`src/rtl/ksm_pkg.sv`:
```
package ksm_pkg;

    typedef enum logic [2:0] {
        ST_IDLE,
        ST_CMD,
        ST_KEY,
        ST_POLL,
        ST_WRITE,
        ST_READ,
        ST_HOLD
    } ksm_state_e;

    localparam int BYTE_W = 8;

endpackage

```
`src/rtl/ksm_bus_sync.sv`:
```
module ksm_bus_sync #(
    parameter int STAGES = 2
) (
    input  logic clk,
    input  logic rst_n,
    input  logic cs_n,
    input  logic scl,
    input  logic sda_in,
    output logic sel,
    output logic scl_rise,
    output logic scl_fall,
    output logic start_ev,
    output logic stop_ev,
    output logic sda_s
);
    localparam int DEPTH = STAGES + 1;

    logic [DEPTH-1:0] scl_q;
    logic [DEPTH-1:0] sda_q;
    logic [STAGES-1:0] cs_q;

    always_ff @(posedge clk or negedge rst_n) begin
        if (!rst_n) begin
            scl_q <= '1;
            sda_q <= '1;
            cs_q  <= '1;
        end else begin
            scl_q <= {scl_q[DEPTH-2:0], scl};
            sda_q <= {sda_q[DEPTH-2:0], sda_in};
            cs_q  <= {cs_q[STAGES-2:0], cs_n};
        end
    end

    logic scl_now, scl_prev, sda_now, sda_prev;

    always_comb begin
        scl_now  = scl_q[STAGES-1];
        scl_prev = scl_q[STAGES];
        sda_now  = sda_q[STAGES-1];
        sda_prev = sda_q[STAGES];
        sel      = !cs_q[STAGES-1];
        sda_s    = sda_now;
        scl_rise = sel && scl_now && !scl_prev;
        scl_fall = sel && !scl_now && scl_prev;
        start_ev = sel && scl_now && scl_prev && sda_prev && !sda_now;
        stop_ev  = sel && scl_now && scl_prev && !sda_prev && sda_now;
    end

endmodule

```
`src/rtl/ksm_nv_timer.sv`:
```
module ksm_nv_timer #(
    parameter int CYCLES = 1000
) (
    input  logic clk,
    input  logic rst_n,
    input  logic start,
    output logic busy,
    output logic done
);
    localparam int CW = $clog2(CYCLES + 1);

    logic [CW-1:0] cnt;

    always_ff @(posedge clk or negedge rst_n) begin
        if (!rst_n) begin
            cnt <= '0;
        end else if (start && cnt == '0) begin
            cnt <= CW'(CYCLES);
        end else if (cnt != '0) begin
            cnt <= cnt - 1'b1;
        end
    end

    assign busy = (cnt != '0);
    assign done = (cnt == CW'(1));

    // the cycle runs without a gap until it expires
    p_busy_hold_r6: assert property (@(posedge clk) disable iff (!rst_n)
        (busy && !done) |=> busy);

    // a new cycle is never requested while one is running
    p_no_restart_r6: assert property (@(posedge clk) disable iff (!rst_n)
        start |-> !busy);

endmodule

```
`src/rtl/ksm_sector_store.sv`:
```
module ksm_sector_store #(
    parameter int SECTORS      = 14,
    parameter int SECTOR_BYTES = 8
) (
    input  logic                              clk,
    input  logic                              rst_n,
    input  logic                              buf_we,
    input  logic [$clog2(SECTOR_BYTES)-1:0]   buf_idx,
    input  logic [7:0]                        buf_data,
    input  logic                              commit,
    input  logic [$clog2(SECTORS)-1:0]        commit_sector,
    input  logic [$clog2(SECTORS*SECTOR_BYTES)-1:0] rd_addr,
    output logic [7:0]                        rd_data
);
    localparam int TOTAL = SECTORS * SECTOR_BYTES;
    localparam int AW    = $clog2(TOTAL);

    logic [7:0] mem  [TOTAL];
    logic [7:0] wbuf [SECTOR_BYTES];

    always_ff @(posedge clk or negedge rst_n) begin
        if (!rst_n) begin
            for (int i = 0; i < SECTOR_BYTES; i++) wbuf[i] <= '0;
        end else if (buf_we) begin
            wbuf[buf_idx] <= buf_data;
        end
    end

    always_ff @(posedge clk or negedge rst_n) begin
        if (!rst_n) begin
            for (int i = 0; i < TOTAL; i++) mem[i] <= '0;
        end else if (commit) begin
            for (int i = 0; i < SECTOR_BYTES; i++)
                mem[AW'(int'(commit_sector) * SECTOR_BYTES + i)] <= wbuf[i];
        end
    end

    assign rd_data = mem[rd_addr];

    // only a sector inside the array can ever be committed
    p_commit_range_r1: assert property (@(posedge clk) disable iff (!rst_n)
        commit |-> (int'(commit_sector) < SECTORS));

    // the buffer is never loaded while a commit copies it
    p_buf_stable_r5: assert property (@(posedge clk) disable iff (!rst_n)
        commit |-> !buf_we);

endmodule

```
`src/rtl/keyed_sector_mem.sv`:
```
module keyed_sector_mem
    import ksm_pkg::*;
#(
    parameter int SECTORS      = 14,
    parameter int SECTOR_BYTES = 8,
    parameter int KEY_BYTES    = 8,
    parameter int WR_CYCLES    = 1000,
    parameter logic [8*KEY_BYTES-1:0] READ_KEY  = '0,
    parameter logic [8*KEY_BYTES-1:0] WRITE_KEY = '0
) (
    input  logic clk,
    input  logic rst_n,
    input  logic cs_n,
    input  logic scl,
    input  logic sda_in,
    output logic sda_oe
);
    localparam int TOTAL = SECTORS * SECTOR_BYTES;
    localparam int AW    = $clog2(TOTAL);
    localparam int SW    = $clog2(SECTORS);
    localparam int DW    = $clog2(SECTOR_BYTES);
    localparam int IW    = (KEY_BYTES > SECTOR_BYTES) ? $clog2(KEY_BYTES) : DW;

    // bus events
    logic sel, rise, fall, start_ev, stop_ev, sda_s;

    ksm_bus_sync #(.STAGES(2)) u_sync (
        .clk      (clk),
        .rst_n    (rst_n),
        .cs_n     (cs_n),
        .scl      (scl),
        .sda_in   (sda_in),
        .sel      (sel),
        .scl_rise (rise),
        .scl_fall (fall),
        .start_ev (start_ev),
        .stop_ev  (stop_ev),
        .sda_s    (sda_s)
    );

    // controller state
    ksm_state_e state, state_d;
    logic [3:0]          bitcnt;
    logic                in_ack;
    logic                acked;
    logic                mack;
    logic [BYTE_W-1:0]   rx_sh;
    logic [BYTE_W-1:0]   tx_sh;
    logic [IW-1:0]       byte_idx;
    logic                key_bad;
    logic                is_read;
    logic [SW-1:0]       sector;
    logic [AW-1:0]       addr;
    logic                oe;

    // datapath helpers
    logic                nv_busy, nv_done, nv_start;
    logic                rx_state, byte_done, ack_end, abort;
    logic                ack_now, go_read, last_key, last_data, buf_we;
    logic [SW-1:0]       cmd_sector;
    logic [8*KEY_BYTES-1:0] key_vec;
    logic [BYTE_W-1:0]   key_byte;
    logic [AW-1:0]       base_addr, addr_nxt, rd_addr;
    logic [BYTE_W-1:0]   rd_data;
    logic [2:0]          bit_sel;

    ksm_nv_timer #(.CYCLES(WR_CYCLES)) u_timer (
        .clk   (clk),
        .rst_n (rst_n),
        .start (nv_start),
        .busy  (nv_busy),
        .done  (nv_done)
    );

    ksm_sector_store #(
        .SECTORS      (SECTORS),
        .SECTOR_BYTES (SECTOR_BYTES)
    ) u_store (
        .clk           (clk),
        .rst_n         (rst_n),
        .buf_we        (buf_we),
        .buf_idx       (byte_idx[DW-1:0]),
        .buf_data      (rx_sh),
        .commit        (nv_done),
        .commit_sector (sector),
        .rd_addr       (rd_addr),
        .rd_data       (rd_data)
    );

    always_comb begin
        rx_state   = (state == ST_CMD) || (state == ST_KEY) ||
                     (state == ST_POLL) || (state == ST_WRITE);
        byte_done  = fall && !in_ack && (bitcnt == 4'd8);
        ack_end    = fall && in_ack;
        abort      = !sel || stop_ev;
        cmd_sector = rx_sh[SW-1:0];
        key_vec    = is_read ? READ_KEY : WRITE_KEY;
        key_byte   = key_vec[8*(KEY_BYTES-1-int'(byte_idx)) +: 8];
        last_key   = (byte_idx == IW'(KEY_BYTES-1));
        last_data  = (byte_idx == IW'(SECTOR_BYTES-1));
        base_addr  = AW'(int'(sector) * SECTOR_BYTES);
        addr_nxt   = (addr == AW'(TOTAL-1)) ? '0 : addr + 1'b1;
        rd_addr    = (state == ST_POLL) ? base_addr : addr_nxt;
        bit_sel    = 3'(4'd7 - bitcnt);
        go_read    = ack_end && (((state == ST_POLL) && acked && is_read) ||
                                 ((state == ST_READ) && mack));
        nv_start   = ack_end && (state == ST_WRITE) && last_data;
        buf_we     = byte_done && (state == ST_WRITE);
    end

    // acknowledge decision for a completed received byte
    always_comb begin
        unique case (state)
            ST_CMD:   ack_now = !nv_busy && (int'(cmd_sector) < SECTORS);
            ST_KEY:   ack_now = 1'b1;
            ST_POLL:  ack_now = !key_bad;
            ST_WRITE: ack_now = 1'b1;
            default:  ack_now = 1'b0;
        endcase
    end

    // next state
    always_comb begin
        state_d = state;
        if (abort) begin
            state_d = ST_IDLE;
        end else if (start_ev) begin
            state_d = ST_CMD;
        end else if (ack_end) begin
            unique case (state)
                ST_CMD:   state_d = acked ? ST_KEY : ST_HOLD;
                ST_KEY:   if (last_key) state_d = ST_POLL;
                ST_POLL:  if (acked) state_d = is_read ? ST_READ : ST_WRITE;
                ST_WRITE: if (last_data) state_d = ST_HOLD;
                ST_READ:  if (!mack) state_d = ST_HOLD;
                default:  state_d = state;
            endcase
        end
    end

    // state register
    always_ff @(posedge clk or negedge rst_n) begin
        if (!rst_n) state <= ST_IDLE;
        else        state <= state_d;
    end

    // datapath: bit counting, shifting, key compare, addressing
    always_ff @(posedge clk or negedge rst_n) begin
        if (!rst_n) begin
            bitcnt   <= '0;
            in_ack   <= 1'b0;
            acked    <= 1'b0;
            mack     <= 1'b0;
            rx_sh    <= '0;
            tx_sh    <= '0;
            byte_idx <= '0;
            key_bad  <= 1'b0;
            is_read  <= 1'b0;
            sector   <= '0;
            addr     <= '0;
        end else if (abort || start_ev) begin
            bitcnt   <= '0;
            in_ack   <= 1'b0;
            byte_idx <= '0;
        end else begin
            if (rise && !in_ack && bitcnt < 4'd8 && rx_state) begin
                rx_sh  <= {rx_sh[BYTE_W-2:0], sda_s};
                bitcnt <= bitcnt + 1'b1;
            end
            if (rise && !in_ack && bitcnt < 4'd8 && state == ST_READ)
                bitcnt <= bitcnt + 1'b1;
            if (rise && in_ack && state == ST_READ)
                mack <= !sda_s;
            if (byte_done) begin
                in_ack <= 1'b1;
                acked  <= ack_now;
                if (state == ST_CMD && ack_now) begin
                    is_read <= rx_sh[BYTE_W-1];
                    sector  <= cmd_sector;
                    key_bad <= 1'b0;
                end
                if (state == ST_KEY)
                    key_bad <= key_bad || (rx_sh != key_byte);
            end
            if (ack_end) begin
                in_ack <= 1'b0;
                bitcnt <= '0;
                if (state == ST_KEY || state == ST_WRITE)
                    byte_idx <= ((state == ST_KEY) ? last_key : last_data) ?
                                '0 : byte_idx + 1'b1;
                if (go_read) begin
                    addr  <= (state == ST_POLL) ? base_addr : addr_nxt;
                    tx_sh <= rd_data;
                end
            end
        end
    end

    // output: open-drain pull-down enable
    always_ff @(posedge clk or negedge rst_n) begin
        if (!rst_n) begin
            oe <= 1'b0;
        end else if (abort || start_ev) begin
            oe <= 1'b0;
        end else if (byte_done) begin
            oe <= ack_now;
        end else if (ack_end) begin
            oe <= go_read ? !rd_data[BYTE_W-1] : 1'b0;
        end else if (fall && state == ST_READ && !in_ack &&
                     bitcnt >= 4'd1 && bitcnt <= 4'd7) begin
            oe <= !tx_sh[bit_sel];
        end
    end

    assign sda_oe = oe;

    // deselect releases the line on the next clock
    p_cs_release_r9: assert property (@(posedge clk) disable iff (!rst_n)
        !sel |=> !sda_oe);

    // standby and hold never drive the line
    p_hold_quiet_r1: assert property (@(posedge clk) disable iff (!rst_n)
        (state == ST_IDLE || state == ST_HOLD) |-> !sda_oe);

    // a failed key keeps every poll unacknowledged
    p_poll_gate_r4: assert property (@(posedge clk) disable iff (!rst_n)
        (state == ST_POLL && key_bad) |-> !sda_oe);

    // a command during the write cycle is refused
    p_busy_nack_r6: assert property (@(posedge clk) disable iff (!rst_n)
        (byte_done && state == ST_CMD && nv_busy) |=> !sda_oe);

    // the write cycle only starts from the write data state
    p_start_src_r6: assert property (@(posedge clk) disable iff (!rst_n)
        nv_start |-> (state == ST_WRITE && !is_read));

endmodule

```
`config.mk`:
```
export PLATFORM = sky130hd
export DESIGN_NAME = keyed_sector_mem
export DESIGN_NICKNAME = d
export VERILOG_FILES = /design/src/rtl/ksm_pkg.sv /design/src/rtl/ksm_bus_sync.sv /design/src/rtl/ksm_nv_timer.sv /design/src/rtl/ksm_sector_store.sv /design/src/rtl/keyed_sector_mem.sv
export SDC_FILE = /design/constraint.sdc
export NUM_CORES = 2
export LEC_CHECK = 0
export ABC_CLOCK_PERIOD_IN_PS = 8400
export BUFFER_PORTS_ARGS = -buffer_cell sky130_fd_sc_hd__buf_4
export CAP_MARGIN = 25
export CORE_ASPECT_RATIO = 1.25
export CORE_MARGIN = 4
export CORE_UTILIZATION = 65
export CTS_BUF_LIST = sky130_fd_sc_hd__clkbuf_2 sky130_fd_sc_hd__clkbuf_4 sky130_fd_sc_hd__clkbuf_8
export CTS_CLUSTER_DIAMETER = 60
export DETAILED_ROUTE_END_ITERATION = 10
export HOLD_SLACK_MARGIN = 0.05
export PLACE_DENSITY = 0.82
export SLEW_MARGIN = 20
export SYNTH_ARGS = -nofsm -noshare
export SYNTH_HDL_FRONTEND = slang
export SYNTH_SLANG_ARGS = --single-unit
export TNS_END_PERCENT = 50
```
`constraint.sdc`:
```
create_clock -name clk -period 8.4 [get_ports clk]
set_clock_uncertainty 0.05 [all_clocks]
set_input_delay 0.84 -clock clk [delete_from_list [all_inputs] [get_ports clk]]
set_output_delay 0.84 -clock clk [all_outputs]
set_load 0.02 [all_outputs]
```
==> results.toml <==
[die]
fp-row-count = 106
die_w_um = 241.7
core_area_sq_um = 67240
start_util_pct = 65.98
fp.dieArea_sq_um = 72520
die-height_um = 300.1
io_pins = 6

[clock_tree]
worstSkewPairLatency_ns = 0.79
h-tree-depth = 4
clockBufferDepth = 3
cts_made_buffers = 151
post_cts_resized = 0
post-cts-setup-buffers = 0
cts_sinks = 1021
cts_tree = "built"
cts.clk_slew.worst_paths_ns = 0.07
root_buffer = "clkbuf_8"

[drt]
drt_wl_total_mm = 100.3
avgRoutedWirePerCell_um = 21.97
ant_nets = 0
dr.pass1.iters = 5
dr_total_vias = 28700
viasPerCell = 6.289
drt_iter0_markers = 2665
route.detailed.drc = 0

[power]
leakagePower_nw = 22.06
peakVddDrop_uv = 137.0
finalPower_mw = 9.039
power_density_nw_per_um2 = 194.9

[sta]
holdWs_ns = 0.1012
finalCritPeriodShare_pct = 57.60
report.final.hold_viol_count = 0
finalSetupTns_ns = 0
rsz0062_at_grt = "false"
fmax_ghz = 0.2067
period_minus_slack_ns = 4.839
maxSlewViolCount = 0
relSlewSlack_pct = 26.32
setup_viol = 0
worst_slew_pin_slew_ns = 1.104

[worst_setup_path]
r2r.worst_path.cells = 11
slowest_stage = "nand2_4"
cp_data_required_time_ns = 8.99
cp.depth = 11
cp_data_arrival_time_ns = 5.43
path_delay_family = "compound AO/OA/AOI/OAI gates"
cp_num_buf_inv = 2
end_kind = "register"
crit_type = "reg -> reg"
worstSetupStartpointType = "register"
cp_max_fo = 79
critical-path-max-stage-delay_ns = 0.73
path_cells = "ha_2 > buf_4 > nand2_4 > buf_4 > a211oi_1 > a311oi_1 > a311oi_1 > a31oi_1 > a21oi_1 > o22a_1 > o2111ai_1"

[job]
maxCapViolCount = 0

[grt]
grt_pass1_vias = 29660
grt_antenna_before_repair = 1
grt_max_degree = 190
grt_pass1_wl_mm = 162.1
track_usage_pct = 27.95
gr-total-overflow = 0

[logic_synthesis]
synth_edf_count = 0
syn_inst = 4040
yosys_warnings = 0
yosysUniqueCellTypes = 78
ys_seq_area_share_pct = 57.61
syn_nets = 4054
synthArstFlopShare_pct = 100.0
synth-seq-cells = 1021
syn_avg_cell_area_sq_um = 10.98
netlist_area_sq_um = 44370
ys.flop_type = "dfrtp_1"

[placed_design]
place_inst = 4301
portBuffers = 5
place.gp.congestion = 0.8587
post-dp-hpwl_mm = 54.89

[final_layout]
layout.cells.most_common = "dfrtp_1"
drive_gt1_share_pct = 25.45
final_cell_mix = "1013 x dfrtp_1, 793 x nand2_1, 585 x mux2_2"
layout.nets = 3608
area_growth_pct = 4.535
final_cells = 4563
finish.utilization_pct = 68.97

[min_path]
hold_path.class = "in -> async"

[outcome]
outcome = "finished clean"
-- report_power, final --
| part | internal (mW) | switching (mW) | leakage [nW] |
|---|---|---|---|
| registers | 4.92 | 0.00538 | 14.2 |
| logic | 0.0115 | 0.0972 | 6.21 |
| clock network | 2.17 | 1.83 | 1.61 |
| total | 7.10 | 1.94 | 22.1 |
-- Yosys cell counts (4+ instances only) --
| library cell | count | area share [%] |
|---|---|---|
| nor4_1 | 5 | 0.071 |
| nor2_1 | 36 | 0.30 |
| a211oi_1 | 40 | 0.68 |
| nor3_1 | 17 | 0.19 |
| mux2_2 | 585 | 15 |
| buf_2 | 110 | 1.2 |
| xnor2_1 | 7 | 0.14 |
| o21ai_0 | 26 | 0.29 |
| a21oi_1 | 42 | 0.47 |
| buf_1 | 14 | 0.12 |
| a311o_1 | 7 | 0.16 |
| nand2b_1 | 11 | 0.16 |
| nand3_1 | 329 | 3.7 |
| a211o_1 | 11 | 0.22 |
| a31oi_1 | 50 | 0.71 |
| o211ai_1 | 5 | 0.085 |
| a311oi_1 | 120 | 2.4 |
| mux4_2 | 6 | 0.30 |
| nand4_1 | 6 | 0.085 |
| mux2i_1 | 24 | 0.54 |
| and2_1 | 8 | 0.11 |
| or3_1 | 9 | 0.13 |
| o221ai_1 | 5 | 0.099 |
| o2111ai_1 | 8 | 0.16 |
| inv_1 | 15 | 0.13 |
| o22ai_1 | 20 | 0.28 |
| nand2_1 | 795 | 6.7 |
| o22a_1 | 7 | 0.14 |
| mux2_1 | 5 | 0.13 |
| nor3b_2 | 4 | 0.11 |
| dfstp_2 | 8 | 0.47 |
| clkbuf_1 | 492 | 4.2 |
| xor2_1 | 4 | 0.079 |
| a21o_1 | 5 | 0.085 |
| nand3b_1 | 8 | 0.14 |
| dfrtp_1 | 1013 | 57 |
| ha_1 | 9 | 0.25 |
| and3_1 | 77 | 1.1 |
| buf_4 | 33 | 0.56 |
-- layer usage --
metal	vias up	global-route usage (%)	share of wire (%)
met5	-	0	0
met4	0	14.18	4.9
met3	284	5.557	6.5
li1	12840	-	-
met2	1069	44.71	47
met1	14500	36.98	41
-- state kept, by name, summed over array words and instances, names as in the netlist, 4 cells and up --
register      cells
u_store.mem     896
u_store.wbuf     64
u_timer.cnt      10
rx_sh             8
tx_sh             8
addr              7
bitcnt            4
sector            4
-- worst register-to-register path, delay by kind of cell, from the launching register on --
kind	cells	cell delay, ns
simple gates	1	0.75
flops	1	0.52
buf+inv	2	1.17
compound gates	7	1.56
fa+ha+maj	1	0.65
-- per-stage QoR --
step | area [sq um] | worst slack (ns)
after floorplan | 44370 | 5.752
after global placement | 43300 | 3.897
after detailed placement | 43310 | 3.755
after CTS | 46350 | 3.705
after global routing | 46380 | 3.428
final | 46380 | 3.561
-- cell families (layout without fill, tap and decap cells) --
| logic type | after synthesis | count (layout) | synth area share, % |
|---|---|---|---|
| AO/OA/AOI/OAI | 384 | 384 | 6.501 |
| XOR/XNOR | 11 | 11 | 0.2172 |
| adder cells (fa/ha/maj) | 9 | 9 | 0.2538 |
| buffers and inverters | 668 | 326 | 6.295 |
| flip-flops | 1021 | 1021 | 57.61 |
| multiplexers | 620 | 620 | 15.82 |
| other | 0 | 1 | 0 |
| AND/OR/NAND/NOR | 1327 | 1327 | 13.30 |
-- final timing paths --
path,start,to,slack [ns]
worst max-delay path,addr[0]$_DFFE_PN0P_,tx_sh[6]$_DFFE_PN0P_,3.56
worst min-delay path,rst_n,u_store.mem[321]$_DFFE_PN0P_,0.10
worst max register to register,addr[0]$_DFFE_PN0P_,tx_sh[6]$_DFFE_PN0P_,3.56
worst min register to register,u_sync.cs_q[0]$_DFF_PN1_,u_sync.cs_q[1]$_DFF_PN1_,0.30
max in group asynchronous,rst_n,u_store.mem[828]$_DFFE_PN0P_,6.21
min in group clk,cs_n,u_sync.cs_q[0]$_DFF_PN1_,0.12
-- area by class of cell --
type                            instances  area [sq um]
Antenna cell                            1         2.502
Sequential cell                      1021         25560
Timing Repair Buffer                   54         545.5
Inverter                               15         56.30
Fill cell                            4587         20870
Multi-Input combinational cell       2351         16110
Clock buffer                          233          2869
Tap cell                              864          1081
Clock inverter                         24         152.6
-- timing repair --
item	in CTS	in global routing
hold endpoints to repair	2	0
endpoints found under the setup margin	0	0
hold buffers	2	0
Note: power is estimated with default switching activity, not from simulation.
